`config.mk`:
```
export PLATFORM = sky130hd
export DESIGN_NAME = cmp_change_irq
export DESIGN_NICKNAME = d
export VERILOG_FILES = /design/src/rtl/cmpirq_pkg.sv /design/src/rtl/cmpirq_sync.sv /design/src/rtl/cmpirq_edge.sv /design/src/rtl/cmp_change_irq.sv
export SDC_FILE = /design/constraint.sdc
export NUM_CORES = 1
export LEC_CHECK = 0
export BUFFER_PORTS_ARGS = -buffer_cell sky130_fd_sc_hd__clkbuf_2
export CAP_MARGIN = 20
export CORE_ASPECT_RATIO = 1.25
export CORE_MARGIN = 2
export CORE_UTILIZATION = 45
export CTS_CLUSTER_SIZE = 16
export DETAILED_ROUTE_END_ITERATION = 10
export HOLD_SLACK_MARGIN = 0.1
export MAX_ROUTING_LAYER = met4
export PLACE_DENSITY = 0.73
export SLEW_MARGIN = 15
export SYNTH_ARGS = -nofsm -noshare
export SYNTH_HDL_FRONTEND = slang
export SYNTH_SLANG_ARGS = --single-unit
export TNS_END_PERCENT = 5
```
`constraint.sdc`:
```
create_clock -name clk_i -period 0.9 [get_ports clk_i]
set_input_delay 0.18 -clock clk_i [delete_from_list [all_inputs] [get_ports clk_i]]
set_output_delay 0.18 -clock clk_i [all_outputs]
set_load 0.01 [all_outputs]
```
`src/rtl/cmpirq_pkg.sv`:
```
package cmpirq_pkg;

    // Fixed register geometry of the peripheral bus.
    localparam int unsigned DATA_W = 8;
    localparam int unsigned ADDR_W = 3;

    typedef logic [ADDR_W-1:0] addr_t;
    typedef logic [DATA_W-1:0] data_t;

    localparam addr_t ADDR_FLAGS    = 3'd0;
    localparam addr_t ADDR_ENABLE   = 3'd1;
    localparam addr_t ADDR_GLOBAL   = 3'd2;
    localparam addr_t ADDR_CTL_BASE = 3'd3;   // comparator n at base + n

    // Per-comparator change detector state.
    typedef struct packed {
        logic refv;   // stored reference level
        logic mis;    // mismatch seen on the previous cycle
    } edge_st_t;

endpackage

```
`src/rtl/cmpirq_sync.sv`:
```
module cmpirq_sync #(
    parameter int unsigned WIDTH  = 2,
    parameter int unsigned STAGES = 2
) (
    input  logic             clk_i,
    input  logic             rst_ni,
    input  logic [WIDTH-1:0] async_i,
    output logic [WIDTH-1:0] sync_o
);

    logic [WIDTH-1:0] stage_d [STAGES];
    logic [WIDTH-1:0] stage_q [STAGES];

    always_comb begin
        stage_d[0] = async_i;
        for (int s = 1; s < int'(STAGES); s++) begin
            stage_d[s] = stage_q[s-1];
        end
    end

    always_ff @(posedge clk_i or negedge rst_ni) begin
        if (!rst_ni) begin
            for (int s = 0; s < int'(STAGES); s++) begin
                stage_q[s] <= '0;
            end
        end else begin
            stage_q <= stage_d;
        end
    end

    assign sync_o = stage_q[STAGES-1];

endmodule

```
`src/rtl/cmpirq_edge.sv`:
```
module cmpirq_edge
    import cmpirq_pkg::*;
(
    input  logic clk_i,
    input  logic rst_ni,
    input  logic cmp_i,     // synchronized comparator level
    input  logic touch_i,   // control register accessed this cycle
    output logic set_o      // one-cycle change event
);

    edge_st_t st_d, st_q;
    logic     mismatch;

    always_comb begin
        mismatch = cmp_i ^ st_q.refv;
        st_d     = st_q;
        set_o    = 1'b0;
        if (touch_i) begin
            // Refresh wins over a same-cycle rise: reference absorbs it.
            st_d.refv = cmp_i;
            st_d.mis  = 1'b0;
        end else begin
            st_d.mis = mismatch;
            set_o    = mismatch & ~st_q.mis;
        end
    end

    always_ff @(posedge clk_i or negedge rst_ni) begin
        if (!rst_ni) begin
            st_q <= '0;
        end else begin
            st_q <= st_d;
        end
    end


    ref_refresh_chk: assert property (@(posedge clk_i) disable iff (!rst_ni)
        touch_i |=> (st_q.refv == $past(cmp_i)));


    single_pulse_chk: assert property (@(posedge clk_i) disable iff (!rst_ni)
        set_o |=> !set_o);

endmodule

```
`src/rtl/cmp_change_irq.sv`:
```
module cmp_change_irq
    import cmpirq_pkg::*;
#(
    parameter int unsigned N_CMP       = 2,
    parameter int unsigned FLAG_LSB    = 3,
    parameter int unsigned SRC_EN_LSB  = 3,
    parameter int unsigned PEIE_BIT    = 6,
    parameter int unsigned GIE_BIT     = 7,
    parameter int unsigned SYNC_STAGES = 2
) (
    input  logic              clk_i,
    input  logic              rst_ni,
    input  logic [N_CMP-1:0]  cmp_i,
    input  logic              rd_en_i,
    input  logic              wr_en_i,
    input  logic [ADDR_W-1:0] addr_i,
    input  logic [DATA_W-1:0] wdata_i,
    output logic [DATA_W-1:0] rdata_o,
    output logic              irq_o
);

    localparam int unsigned FLAG_MSB   = FLAG_LSB + N_CMP - 1;
    localparam int unsigned SRC_EN_MSB = SRC_EN_LSB + N_CMP - 1;

    typedef struct packed {
        logic [N_CMP-1:0] flag;
        logic [N_CMP-1:0] src_en;
        logic             peie;
        logic             gie;
        logic             irq;
    } regs_t;

    regs_t            st_d, st_q;
    logic [N_CMP-1:0] cmp_s;
    logic [N_CMP-1:0] set_vec;
    logic [N_CMP-1:0] touch;
    logic             wr_flags, wr_enable, wr_global;
    logic             unused_wdata;

    assign unused_wdata = ^wdata_i;

    cmpirq_sync #(
        .WIDTH (N_CMP),
        .STAGES(SYNC_STAGES)
    ) u_sync (
        .clk_i  (clk_i),
        .rst_ni (rst_ni),
        .async_i(cmp_i),
        .sync_o (cmp_s)
    );

    always_comb begin
        for (int i = 0; i < int'(N_CMP); i++) begin
            touch[i] = (rd_en_i | wr_en_i) &&
                       (addr_i == addr_t'(int'(ADDR_CTL_BASE) + i));
        end
    end

    for (genvar g = 0; g < int'(N_CMP); g++) begin : g_cmp
        cmpirq_edge u_edge (
            .clk_i  (clk_i),
            .rst_ni (rst_ni),
            .cmp_i  (cmp_s[g]),
            .touch_i(touch[g]),
            .set_o  (set_vec[g])
        );


        flag_clear_chk: assert property (@(posedge clk_i) disable iff (!rst_ni)
            (wr_flags && !wdata_i[FLAG_LSB+g] && !set_vec[g]) |=> !st_q.flag[g]);


        set_wins_chk: assert property (@(posedge clk_i) disable iff (!rst_ni)
            set_vec[g] |=> st_q.flag[g]);


        flag_hold_chk: assert property (@(posedge clk_i) disable iff (!rst_ni)
            (st_q.flag[g] && !wr_flags) |=> st_q.flag[g]);


        collision_mute_chk: assert property (@(posedge clk_i) disable iff (!rst_ni)
            touch[g] |-> !set_vec[g]);


        flag_source_chk: assert property (@(posedge clk_i) disable iff (!rst_ni)
            $rose(st_q.flag[g]) |->
                $past(set_vec[g] || (wr_flags && wdata_i[FLAG_LSB+g])));
    end

    always_comb begin
        wr_flags  = wr_en_i && (addr_i == ADDR_FLAGS);
        wr_enable = wr_en_i && (addr_i == ADDR_ENABLE);
        wr_global = wr_en_i && (addr_i == ADDR_GLOBAL);

        st_d = st_q;
        // A change event overrides a same-cycle software clear.
        st_d.flag = set_vec | (wr_flags ? wdata_i[FLAG_MSB:FLAG_LSB] : st_q.flag);
        if (wr_enable) begin
            st_d.src_en = wdata_i[SRC_EN_MSB:SRC_EN_LSB];
            st_d.peie   = wdata_i[PEIE_BIT];
        end
        if (wr_global) begin
            st_d.gie = wdata_i[GIE_BIT];
        end
        st_d.irq = st_q.gie & st_q.peie & (|(st_q.flag & st_q.src_en));
    end

    always_ff @(posedge clk_i or negedge rst_ni) begin
        if (!rst_ni) begin
            st_q <= '0;
        end else begin
            st_q <= st_d;
        end
    end

    always_comb begin
        rdata_o = '0;
        unique case (addr_i)
            ADDR_FLAGS: rdata_o[FLAG_MSB:FLAG_LSB] = st_q.flag;
            ADDR_ENABLE: begin
                rdata_o[SRC_EN_MSB:SRC_EN_LSB] = st_q.src_en;
                rdata_o[PEIE_BIT]              = st_q.peie;
            end
            ADDR_GLOBAL: rdata_o[GIE_BIT] = st_q.gie;
            default: begin
                for (int i = 0; i < int'(N_CMP); i++) begin
                    if (addr_i == addr_t'(int'(ADDR_CTL_BASE) + i)) begin
                        rdata_o[0] = cmp_s[i];
                    end
                end
            end
        endcase
    end

    assign irq_o = st_q.irq;


    irq_gate_chk: assert property (@(posedge clk_i) disable iff (!rst_ni)
        irq_o |-> $past(st_q.gie && st_q.peie && |(st_q.flag & st_q.src_en)));

endmodule

```
[Word level (Yosys, flattened, before mapping)]
Index checks and enable logic that the tools add are counted.
Word-level totals
  register bits after elaboration: 15
  input port bits: 17
Operators by class
  equal/unequal tests: 4
  mux-type cells: 11
  bitwise operators: 11
  reduce and logical (&&, ||, !) cells: 8
Operators with widths (number)
  two-way mux 1 bit: 9
  == test 3 x 2 -> 1 bit, second input constant: 2
  logical AND 1 bit: 5
  bitwise AND 1 bit: 4
  case mux 2 bit (2 select lines): 1
  == test 3 x 1 -> 1 bit, second input constant: 1
  == test 3 bit, second input constant: 1
  zero test 3 bit: 1
  OR reduction 3 bit: 1
  bitwise AND 2 bit: 1
  two-way mux 2 bit: 1
  inverter 1 bit: 2
  bitwise OR 2 bit: 1
  OR reduction 2 bit: 1
  bitwise XOR 1 bit: 2
  bitwise OR 1 bit: 1

[Longest topological paths before layout]
Gate-level depths: netlist of run 1.
  depth in word-level cells: 4
  gate-level depth with buffers: 4

[Cells and area by module]
Synthesis of run 1 repeated with hierarchy kept, for this count alone.
Unflattened totals
  cells, all modules: 59
  area, all modules: 775.7 um^2
Modules (own cells, without submodules)
  cmp_change_irq: times used 1, cells each 43, area an instance 500.5 um^2
  cmpirq_edge: times used 2, cells each 6, area an instance 87.6 um^2
  cmpirq_sync: times used 1, cells each 4, area an instance 100.1 um^2

[Worst setup path before layout of run 1]
Ideal clock, no wire load.
  kind: input to register
  start point: input addr_i[1]
  end point: register st_q[2] in the netlist's numbering
  setup time: 125 ps
  arrival: 944 ps
  slack: -169 ps
  stages: 3
  cells stage by stage: buf_6 and4bb_4 mux2_4
On the way
  word-level cells in the longest chain between the ends: 2
RTL lines
  start: declaration: RTL line cmp_change_irq.sv:16  | input logic [ADDR_W-1:0] addr_i,
  == test 3 x 1 -> 1 bit: RTL line cmp_change_irq.sv:92  | wr_enable = wr_en_i && (addr_i == ADDR_ENABLE);
  logical AND 1 bit: RTL line cmp_change_irq.sv:92
  end signal: assignment: RTL line cmp_change_irq.sv:112  | st_q <= st_d;
  end: declaration: RTL line cmp_change_irq.sv:33  | regs_t st_d, st_q;
Every way passes these cells.
A chain may end at the register's enable or synchronous reset.

[Final worst setup path of run 1]
  start point: register st_q[4] in the netlist's numbering
  end point: output rdata_o[4]
On the way
  word-level cells in the longest chain between the ends: 1
RTL lines
  case mux 2 bit (2 select lines): RTL line cmp_change_irq.sv:118  | unique case (addr_i)
  end: declaration: RTL line cmp_change_irq.sv:18  | output logic [DATA_W-1:0] rdata_o,
Every way passes these cells.

==> flow_summary_export.csv, run 1 <==
group,metric,value,unit
grt,antenna_found_initial,0,
yosys,synth_area_per_cell,13.3,um2
drt,detail_route.drc_violations,0,
finish,regArea,375,um2
clock_tree,clkSinkCount,15,
yosys,synth_compound_area_share,3.64,%
timing,hold_viol_final,0,
grt,grt_max_degree,16,
yosys,synth_top_family_by_area,"simple AND/OR/NAND/NOR gates",
critical_path,setup.worst_path.class,"reg2out",
critical_path,worstSetupEndpoint,"rdata_o[4]",
die,core,1580,um2
clock_tree,path_clk_slew,0.09,ns
yosys,netlist_top_cells_area,"dfrtp_1 50%, mux2_4 7.9%, mux2i_1 5.3%",
grt,grtUsageTotal,17.1,%
yosys,netlist_area,756,um2
critical_path,crit_path_end_kind,"primary output",
yosys,ys_seq_area_share,49.7,%
grt,grt_pass1_vias,516,
finish,nFillCells,140,
timing,rsz0062_at_grt,"true",
yosys,synthArstFlopShare,100,%
min_path,hp-class,"in2reg",
yosys,muxShareOfSynthArea,16.2,%
die,die_w,40.7,um
clock_tree,cts_root_buf,"clkbuf_4",
clock_tree,cts_tree,"done",
critical_path,reg2reg_depth,3,
placement,placed_cells,97,
yosys,yosysUniqueCellTypes,24,
critical_path,cp_max_fo,2,
timing,final_max_slew_viol_count,0,
yosys,synthXorXnorAreaFrac,2.32,%
timing,tns,-1.61,ns
drt,dr.first_iter.drc_count,5,
drt,vias_per_cell,5.03,
critical_path,cp.required,0.72,ns
critical_path,crit_start,"st_q[4]",
finish,final_nets,107,
yosys,synth_adder_area_share,0,%
clock_tree,cts-buffers-inserted,3,
yosys,yosysMostFrequentCell,"dfrtp_1",
yosys,synth_flop_cell,"dfrtp_1",
drt,routed_wl,1490,um
power_and_ir_drop,peakVddDrop,1050,uV
finish,synthToLayoutAreaGrowth,30.6,%
yosys,ys_seq_elements,15,
timing,setup_violations,9,
placement,dpl.hpwl,1010,um
critical_path,startpoint_type,"register",
drt,vias,538,
die,ioPinCount,26,
die,placementRows,16,
timing,finClkSkew,0.00390,ns
die,initial_core_util,47.8,%
clock_tree,htree_num_levels,1,
clock_tree,cts.path.max_buffers,2,
finish,layoutNonFillerInstCount,107,
yosys,yosysTopAreaCell,"dfrtp_1",
placement,gp_congestion,0.717,
finish,multi_input_area,348,um2
die,dieArea,2030,um2
yosys,synth_edf_count,0,
yosys,netlist_instances,57,
power_and_ir_drop,power.leakage,0.489,nW
timing,period_share,137,%
yosys,yosys_warnings,0,
critical_path,critPathArrivalTime,1.05,ns
outcome,violations,"negative setup slack",
drt,wl_per_cell,14.0,um
yosys,ys_top_cells_by_count,"15 x dfrtp_1, 4 x mux2_4, 4 x mux2i_1, 4 x nor2_1",
drt,drt_pre_antenna_iters,5,
grt,overflow,0,
grt,grt_pass1_wl,2200,um
timing,period_needed,1.23,ns
timing,fin_ws,-0.332,ns
clock_tree,clk_latency,0.29,ns
power_and_ir_drop,power_density,1700,nW/um2
yosys,netlist.area_leader.share,49.7,%
drt,antenna_left,0,
finish,n_antenna_cell,0,
die,die_h,49.8,um
critical_path,r2r_setup_slack,-0.05,ns
job,drv_cap,0,
timing,fmax,0.812,GHz
critical_path,reg2reg_from,"u_sync.sync_o[0]",
finish,drive_above_1_share,52.8,%
yosys,yosys.area_share.simple,19.7,%
outcome,status,"finished with violations",
critical_path,rr_endpoint,"st_q[5]",
placement,io_buffers,18,
worst max-delay path, cell delays in order, from the launching register on:
cell and delay, ns:
dfrtp_1 0.39, mux2i_1 0.09, nor3_1 0.13, buf_2 0.15
worst min-delay path by stage:
stage	start	end	slack, ns	cells after the start
after floorplan	rst_ni	g_cmp[0].u_edge.st_q[0]	-0.12	0
after global placement	rst_ni	irq_o	0.10	1
after detailed placement	rst_ni	irq_o	0.11	1
after CTS	wdata_i[7]	st_q[1]	0.11	2
after global routing	wdata_i[7]	st_q[1]	0.10	2
final	wdata_i[7]	st_q[1]	0.11	2
where the power goes:
group / switching, mW / internal (mW) / total, mW / leakage [nW]
sequential: 0.0686 / 0.783 / 0.852 / 0.174
combinational: 0.177 / 0.264 / 0.441 / 0.297
clock: 0.222 / 0.165 / 0.388 / 0.0177
total: 0.468 / 1.21 / 1.68 / 0.489
placed cells by master, fill, tap and decap left out, types with 2 or more instances in the layout:
master / count
dlygate4sd3_1: 3
conb_1: 3
clkbuf_4: 3
buf_6: 2
mux2i_1: 4
nand2_1: 2
nor2_1: 4
nor2_2: 2
dfrtp_1: 15
mux2_4: 5
buf_4: 9
buf_2: 4
nor3_1: 3
clkbuf_2: 14
o31ai_1: 2
sequential cells by signal, summed over array words and instances (netlist names):
signal,count
irq_o,1
u_sync.stage_d,2
st_q,6
u_sync.sync_o,2
g_cmp.u_edge.st_q,4
timing repair:
| action | CTS | global route |
|---|---|---|
| setup endpoints to repair | 6 | 13 |
| pin swaps | 1 | 2 |
| gates resized for setup | 3 | 8 |
| buffers inserted | 3 | 0 |
| endpoints found under the hold margin | 17 | 0 |
| hold buffers | 3 | 0 |
| cloned | 0 | 0 |
area by class of cell:
cell class | count | area share [%]
Tap cell | 18 | 2.28
Sequential cell | 15 | 38.0
Clock inverter | 1 | 0.507
Clock buffer | 3 | 2.28
Multi-Input combinational cell | 37 | 35.2
Timing Repair Buffer | 32 | 21.3
Inverter | 1 | 0.380
layer usage:
| metal | up-vias | track usage (%) | share of wire [%] |
|---|---|---|---|
| met5 | - | - | 0 |
| met3 | 3 | 4.05 | 4.6 |
| li1 | 260 | - | - |
| met1 | 258 | 19.8 | 38 |
| met2 | 17 | 26.5 | 55 |
| met4 | 0 | 8.33 | 1.7 |
logic make-up after synthesis:
family          after synthesis
simple gates                 18
buf+inv                       7
flops                        15
other cells                   1
mux                          10
xor+xnor                      2
compound gates                4
stage by stage:
stage	util (%)	hold slack [ns]	worst slack [ns]	power, mW	cell area, um2
after floorplan	-	-0.116	-0.168	1.09	772
after detailed placement	55.6	0.112	-0.285	1.22	880
after global routing	62.4	0.102	-0.384	1.78	987
after global placement	55.6	0.103	-0.268	1.21	880
after CTS	61.2	0.105	-0.316	1.66	967
final	62.4	0.110	-0.332	1.68	987
Power figures use the tool's default switching activity.
==> inputs of run 2 (changes only) <==
--- a/config.mk
+++ b/config.mk
@@ -15,6 +15,7 @@
 export HOLD_SLACK_MARGIN = 0.1
 export MAX_ROUTING_LAYER = met4
 export PLACE_DENSITY = 0.73
+export SKIP_LAST_GASP = 1
 export SLEW_MARGIN = 15
 export SYNTH_ARGS = -nofsm -noshare
 export SYNTH_HDL_FRONTEND = slang
==> run 2 against run 1 <==
- clock power barely moved
- first-iteration DRC count rose by 20%
- clock skew rose by 0.0012 ns
- non-clock buffer count did not move
- the run still ends with negative setup slack left
==> flow_summary_export.csv, run 2 (synthesis gave the netlist of run 1 again) <==
group,metric,value,unit
die,placementRows,16,
placement,pre_cts_ws,-0.285,ns
drt,wl_per_cell,12.7,um
min_path,whs_path_depth,2,
critical_path,critPathArrivalTime,1.02,ns
die,die_w,40.7,um
critical_path,path_cells,"and4bb_2, clkbuf_2",
timing,finClkSkew,0.00506,ns
critical_path,cp.required,0.72,ns
finish,synthToLayoutAreaGrowth,27.0,%
drt,drt_pre_antenna_iters,3,
grt,grt_max_degree,16,
placement,gp_congestion,0.717,
clock_tree,clk_latency,0.29,ns
finish,drive_above_1_share,49.4,%
timing,fin_ws,-0.301,ns
placement,io_buffers,18,
min_path,hold_path_end,"st_q[1]",
critical_path,setup.worst_path.class,"reg2out",
critical_path,reg2reg_from,"u_sync.sync_o[0]",
grt,antenna_found_initial,0,
min_path,min_from,"wdata_i[7]",
timing,period_share,133,%
critical_path,reg2reg_depth,3,
power_and_ir_drop,power_density,1700,nW/um2
power_and_ir_drop,power.leakage,0.474,nW
finish,top_regs,"st_q: 6 flops, g_cmp.u_edge.st_q: 4 flops",
finish,final_core_util,60.7,%
finish,final_common_cell,"clkbuf_2",
critical_path,rr_endpoint,"st_q[5]",
placement,dpl_cell_area,880,um2
outcome,violations,"negative setup slack",
clock_tree,cts.path.max_buffers,2,
drt,routed_wl,1360,um
timing,tns,-1.60,ns
finish,largest_reg_flops,6,
timing,fmax,0.833,GHz
critical_path,crit_path_end_kind,"primary output",
job,drv_cap,0,
die,core,1580,um2
timing,hold_viol_final,0,
finish,layoutNonFillerInstCount,107,
outcome,status,"finished with violations",
finish,nFillCells,136,
drt,vias,527,
critical_path,startpoint_type,"register",
min_path,hp-class,"in2reg",
clock_tree,clkSinkCount,15,
drt,detail_route.drc_violations,0,
placement,dpl.hpwl,1010,um
timing,final_max_slew_viol_count,0,
timing,rsz0062_at_grt,"true",
drt,dr.first_iter.drc_count,6,
grt,grtUsageTotal,16.7,%
die,ioPinCount,26,
critical_path,cpPeakStageDelay,0.40,ns
die,die_h,49.8,um
timing,setup_violations,9,
finish,largest-register,"st_q",
power_and_ir_drop,peakVddDrop,1030,uV
grt,grt_pass1_wl,2150,um
finish,final_nets,107,
placement,placed_cells,97,
finish,design_area,960,um2
critical_path,r2r_setup_slack,-0.04,ns
clock_tree,htree_num_levels,1,
clock_tree,cts_tree,"done",
critical_path,cp_max_fo,3,
clock_tree,cts_root_buf,"clkbuf_4",
die,initial_core_util,47.8,%
finish,n_antenna_cell,0,
critical_path,slowest_stage,"dfrtp_1",
grt,overflow,0,
timing,whs,0.111,ns
clock_tree,path_clk_slew,0.08,ns
drt,antenna_left,0,
clock_tree,cts-buffers-inserted,3,
die,dieArea,2030,um2
timing,period_needed,1.20,ns
power_and_ir_drop,p_total,1.63,mW
finish,final_cell_mix,"16 x clkbuf_2, 15 x dfrtp_1, 11 x buf_4",
grt,grt_pass1_vias,514,
drt,vias_per_cell,4.93,
run 2: how the worst max path moves through the flow:
stage | startpoint | end | slack, ns | cells past startpoint
after floorplan | addr_i[2] | st_q[2] | -0.17 | 3
after global placement | addr_i[2] | st_q[6] | -0.27 | 4
after detailed placement | addr_i[2] | st_q[6] | -0.28 | 4
after CTS | st_q[3] | rdata_o[3] | -0.32 | 3
after global routing | st_q[3] | rdata_o[3] | -0.38 | 3
final | st_q[1] | rdata_o[7] | -0.30 | 2
run 2: cell type report:
cell class                 instances  area, um2  share of cell area, %
inverter                           1       3.75                  0.391
clock inverter                     1       5.00                  0.522
multi-input combinational         37        328                   34.2
clock buffer                       3       22.5                   2.35
timing repair buffer              32        203                   21.1
sequential                        15        375                   39.1
tap                               18       22.5                   2.35
run 2: where the power goes:
group | internal, mW | switching, mW | total [mW]
combinational | 0.238 | 0.162 | 0.400
clock | 0.165 | 0.223 | 0.389
sequential | 0.783 | 0.0575 | 0.841
total | 1.19 | 0.443 | 1.63
run 2: repair_timing:
| action | 4_1_cts | 5_1_grt |
|---|---|---|
| resized for setup | 1 | 2 |
| hold buffers | 3 | 0 |
| pin swaps | 0 | 0 |
| endpoints found under the setup margin | 6 | 13 |
| buffers inserted | 3 | 0 |
| endpoints found under the hold margin | 17 | 0 |
run 2: critical path: cells and delay by family, from the launching register on:
kind	cells	cell delay (ns)
flops	1	0.40
simple gates	1	0.22
buf+inv	1	0.12
run 2: layer usage:
metal  routed length [um]  vias up  track usage (%)
li1                     -      260                -
met1                  547      249             18.6
met2                  724       15             26.5
met3                   63        3             4.05
met4                   25        0             8.33
met5                    0        -                -
==> inputs of run 3 (changes only) <==
--- a/config.mk
+++ b/config.mk
@@ -15,6 +15,7 @@
 export HOLD_SLACK_MARGIN = 0.1
 export MAX_ROUTING_LAYER = met4
 export PLACE_DENSITY = 0.73
+export SETUP_SLACK_MARGIN = 0.4
 export SKIP_LAST_GASP = 1
 export SLEW_MARGIN = 15
 export SYNTH_ARGS = -nofsm -noshare
==> constraint.sdc (replaced) <==
create_clock -name clk_i -period 1.2 [get_ports clk_i]
set_input_delay 0.24 -clock clk_i [delete_from_list [all_inputs] [get_ports clk_i]]
set_output_delay 0.24 -clock clk_i [all_outputs]
set_load 0.01 [all_outputs]
==> run 3 against run 2 <==
- the run still ends with negative setup slack left
- count of clock-buffer cells in the layout up 1
- wire length rose by 1.5%
- die area stayed put
- sequential cell count unchanged
- critical path depth did not move
==> flow_summary_export.csv, run 3 (synthesis gave the netlist of run 1 again) <==
group,metric,value,unit
finish,final_nets,109,
grt,grt_pass1_vias,530,
power_and_ir_drop,power.leakage,0.487,nW
die,dieArea,2030,um2
critical_path,setup.worst_path.class,"reg2out",
clock_tree,clkSinkCount,15,
timing,fmax,0.806,GHz
drt,antenna_left,0,
placement,gp_congestion,0.724,
grt,grt_pass1_wl,2080,um
finish,n_antenna_cell,0,
critical_path,slowest_stage,"dfrtp_1",
clock_tree,cts_root_buf,"clkbuf_4",
die,ioPinCount,26,
outcome,status,"finished with violations",
clock_tree,htree_num_levels,1,
finish,synthToLayoutAreaGrowth,31.1,%
drt,vias_per_cell,5.02,
drt,vias,547,
timing,period_share,103,%
min_path,hp-class,"in2reg",
clock_tree,path_clk_slew,0.08,ns
die,die_w,40.7,um
power_and_ir_drop,power_density,1240,nW/um2
drt,detail_route.drc_violations,0,
die,die_h,49.8,um
critical_path,startpoint_type,"register",
finish,final_common_cell,"clkbuf_2",
timing,rsz0062_at_grt,"true",
critical_path,cp_max_fo,2,
grt,grtUsageTotal,15.7,%
timing,whs,0.191,ns
drt,wl_per_cell,12.7,um
grt,overflow,0,
clock_tree,cts.path.max_buffers,2,
die,core,1580,um2
finish,largest_reg_flops,6,
clock_tree,clk_latency,0.28,ns
die,initial_core_util,47.8,%
timing,tns,-0.177,ns
finish,drive_above_1_share,50.5,%
critical_path,cp.required,0.96,ns
outcome,violations,"negative setup slack",
timing,period_needed,1.24,ns
critical_path,critPathArrivalTime,1.00,ns
grt,antenna_found_initial,0,
timing,fin_ws,-0.0413,ns
drt,routed_wl,1380,um
grt,grt_max_degree,16,
placement,io_buffers,18,
critical_path,path_cells,"and4bb_2, clkbuf_2",
timing,hold_viol_final,0,
clock_tree,cts-buffers-inserted,3,
finish,final_cell_mix,"16 x clkbuf_2, 15 x dfrtp_1, 12 x buf_4",
drt,drt_pre_antenna_iters,2,
power_and_ir_drop,peakVddDrop,764,uV
timing,finClkSkew,0.00223,ns
finish,top_regs,"st_q: 6 flops, g_cmp.u_edge.st_q: 4 flops",
drt,dr.first_iter.drc_count,4,
timing,final_max_slew_viol_count,0,
die,placementRows,16,
timing,setup_violations,5,
critical_path,cpPeakStageDelay,0.38,ns
critical_path,crit_path_end_kind,"primary output",
placement,dpl.hpwl,1000,um
clock_tree,cts_tree,"done",
job,drv_cap,0,
finish,largest-register,"st_q",
==> run 3: cell types whose count changed in the layout (fill, tap and decap cells not counted), sizes merged <==
cell / change
buf: +2
clkbuf: +1
clkinv: -1
==> run 3: worst max-delay path: cells and delay by family (launching register included) <==
| family | cells | cell delay [ns] |
|---|---|---|
| AND/OR/NAND/NOR | 1 | 0.22 |
| buffers and inverters | 1 | 0.12 |
| flip-flops | 1 | 0.38 |
==> run 3: power by group <==
part           leakage [nW]  switching (mW)  internal [mW]
logic                 0.298           0.133          0.194
clock network        0.0150           0.150          0.129
registers             0.174          0.0395          0.587
==> run 3: final cells by class <==
| class | instances | area [um2] |
|---|---|---|
| Clock buffer | 4 | 26.3 |
| Timing Repair Buffer | 34 | 230 |
| Inverter | 1 | 3.75 |
| Multi-Input combinational cell | 37 | 333 |
| Tap cell | 18 | 22.5 |
| Fill cell | 142 | 591 |
| Sequential cell | 15 | 375 |
==> run 3: metal layers <==
layer	wire length (um)	up-vias	global-route usage (%)
met2	767	12	25.7
met5	0	-	-
met1	563	272	16.9
met3	40	2	4.05
li1	-	261	-
met4	8	0	6.67
==> run 3: worst paths after layout <==
kind,end,slack (ns),from,depth (start not counted)
worst max-delay path,rdata_o[7],-0.04,st_q[1],2
worst min-delay path,st_q[1],0.19,wdata_i[7],2
worst max register to register,st_q[6],0.24,u_sync.sync_o[1],3
worst min register to register,u_sync.sync_o[0],0.37,u_sync.stage_d[0],0
max in group asynchronous,g_cmp[0].u_edge.st_q[0],0.55,rst_ni,2
min in group asynchronous,st_q[6],0.39,rst_ni,2
==> run 3: repair_timing <==
| item | 4_1_cts | 5_1_grt |
|---|---|---|
| hold buffers | 3 | 0 |
| gates resized for setup | 0 | 3 |
| endpoints found under the setup margin | 15 | 17 |
| endpoints found under the hold margin | 17 | 0 |
| setup buffers | 7 | 1 |
| pin swaps | 0 | 0 |
==> run 3: metrics by stage <==
step	utilization [%]	std cells	total power [mW]	area, um2	setup WS, ns
6_report	62.7	109	1.23	991	-0.0413
5_1_grt	62.7	109	1.30	991	-0.109
4_1_cts	61.9	108	1.23	978	-0.0536
3_5_place_dp	55.0	94	0.894	870	-0.0765
3_3_place_gp	55.0	94	0.881	870	-0.0391
2_1_floorplan	-	59	0.820	772	0.0721
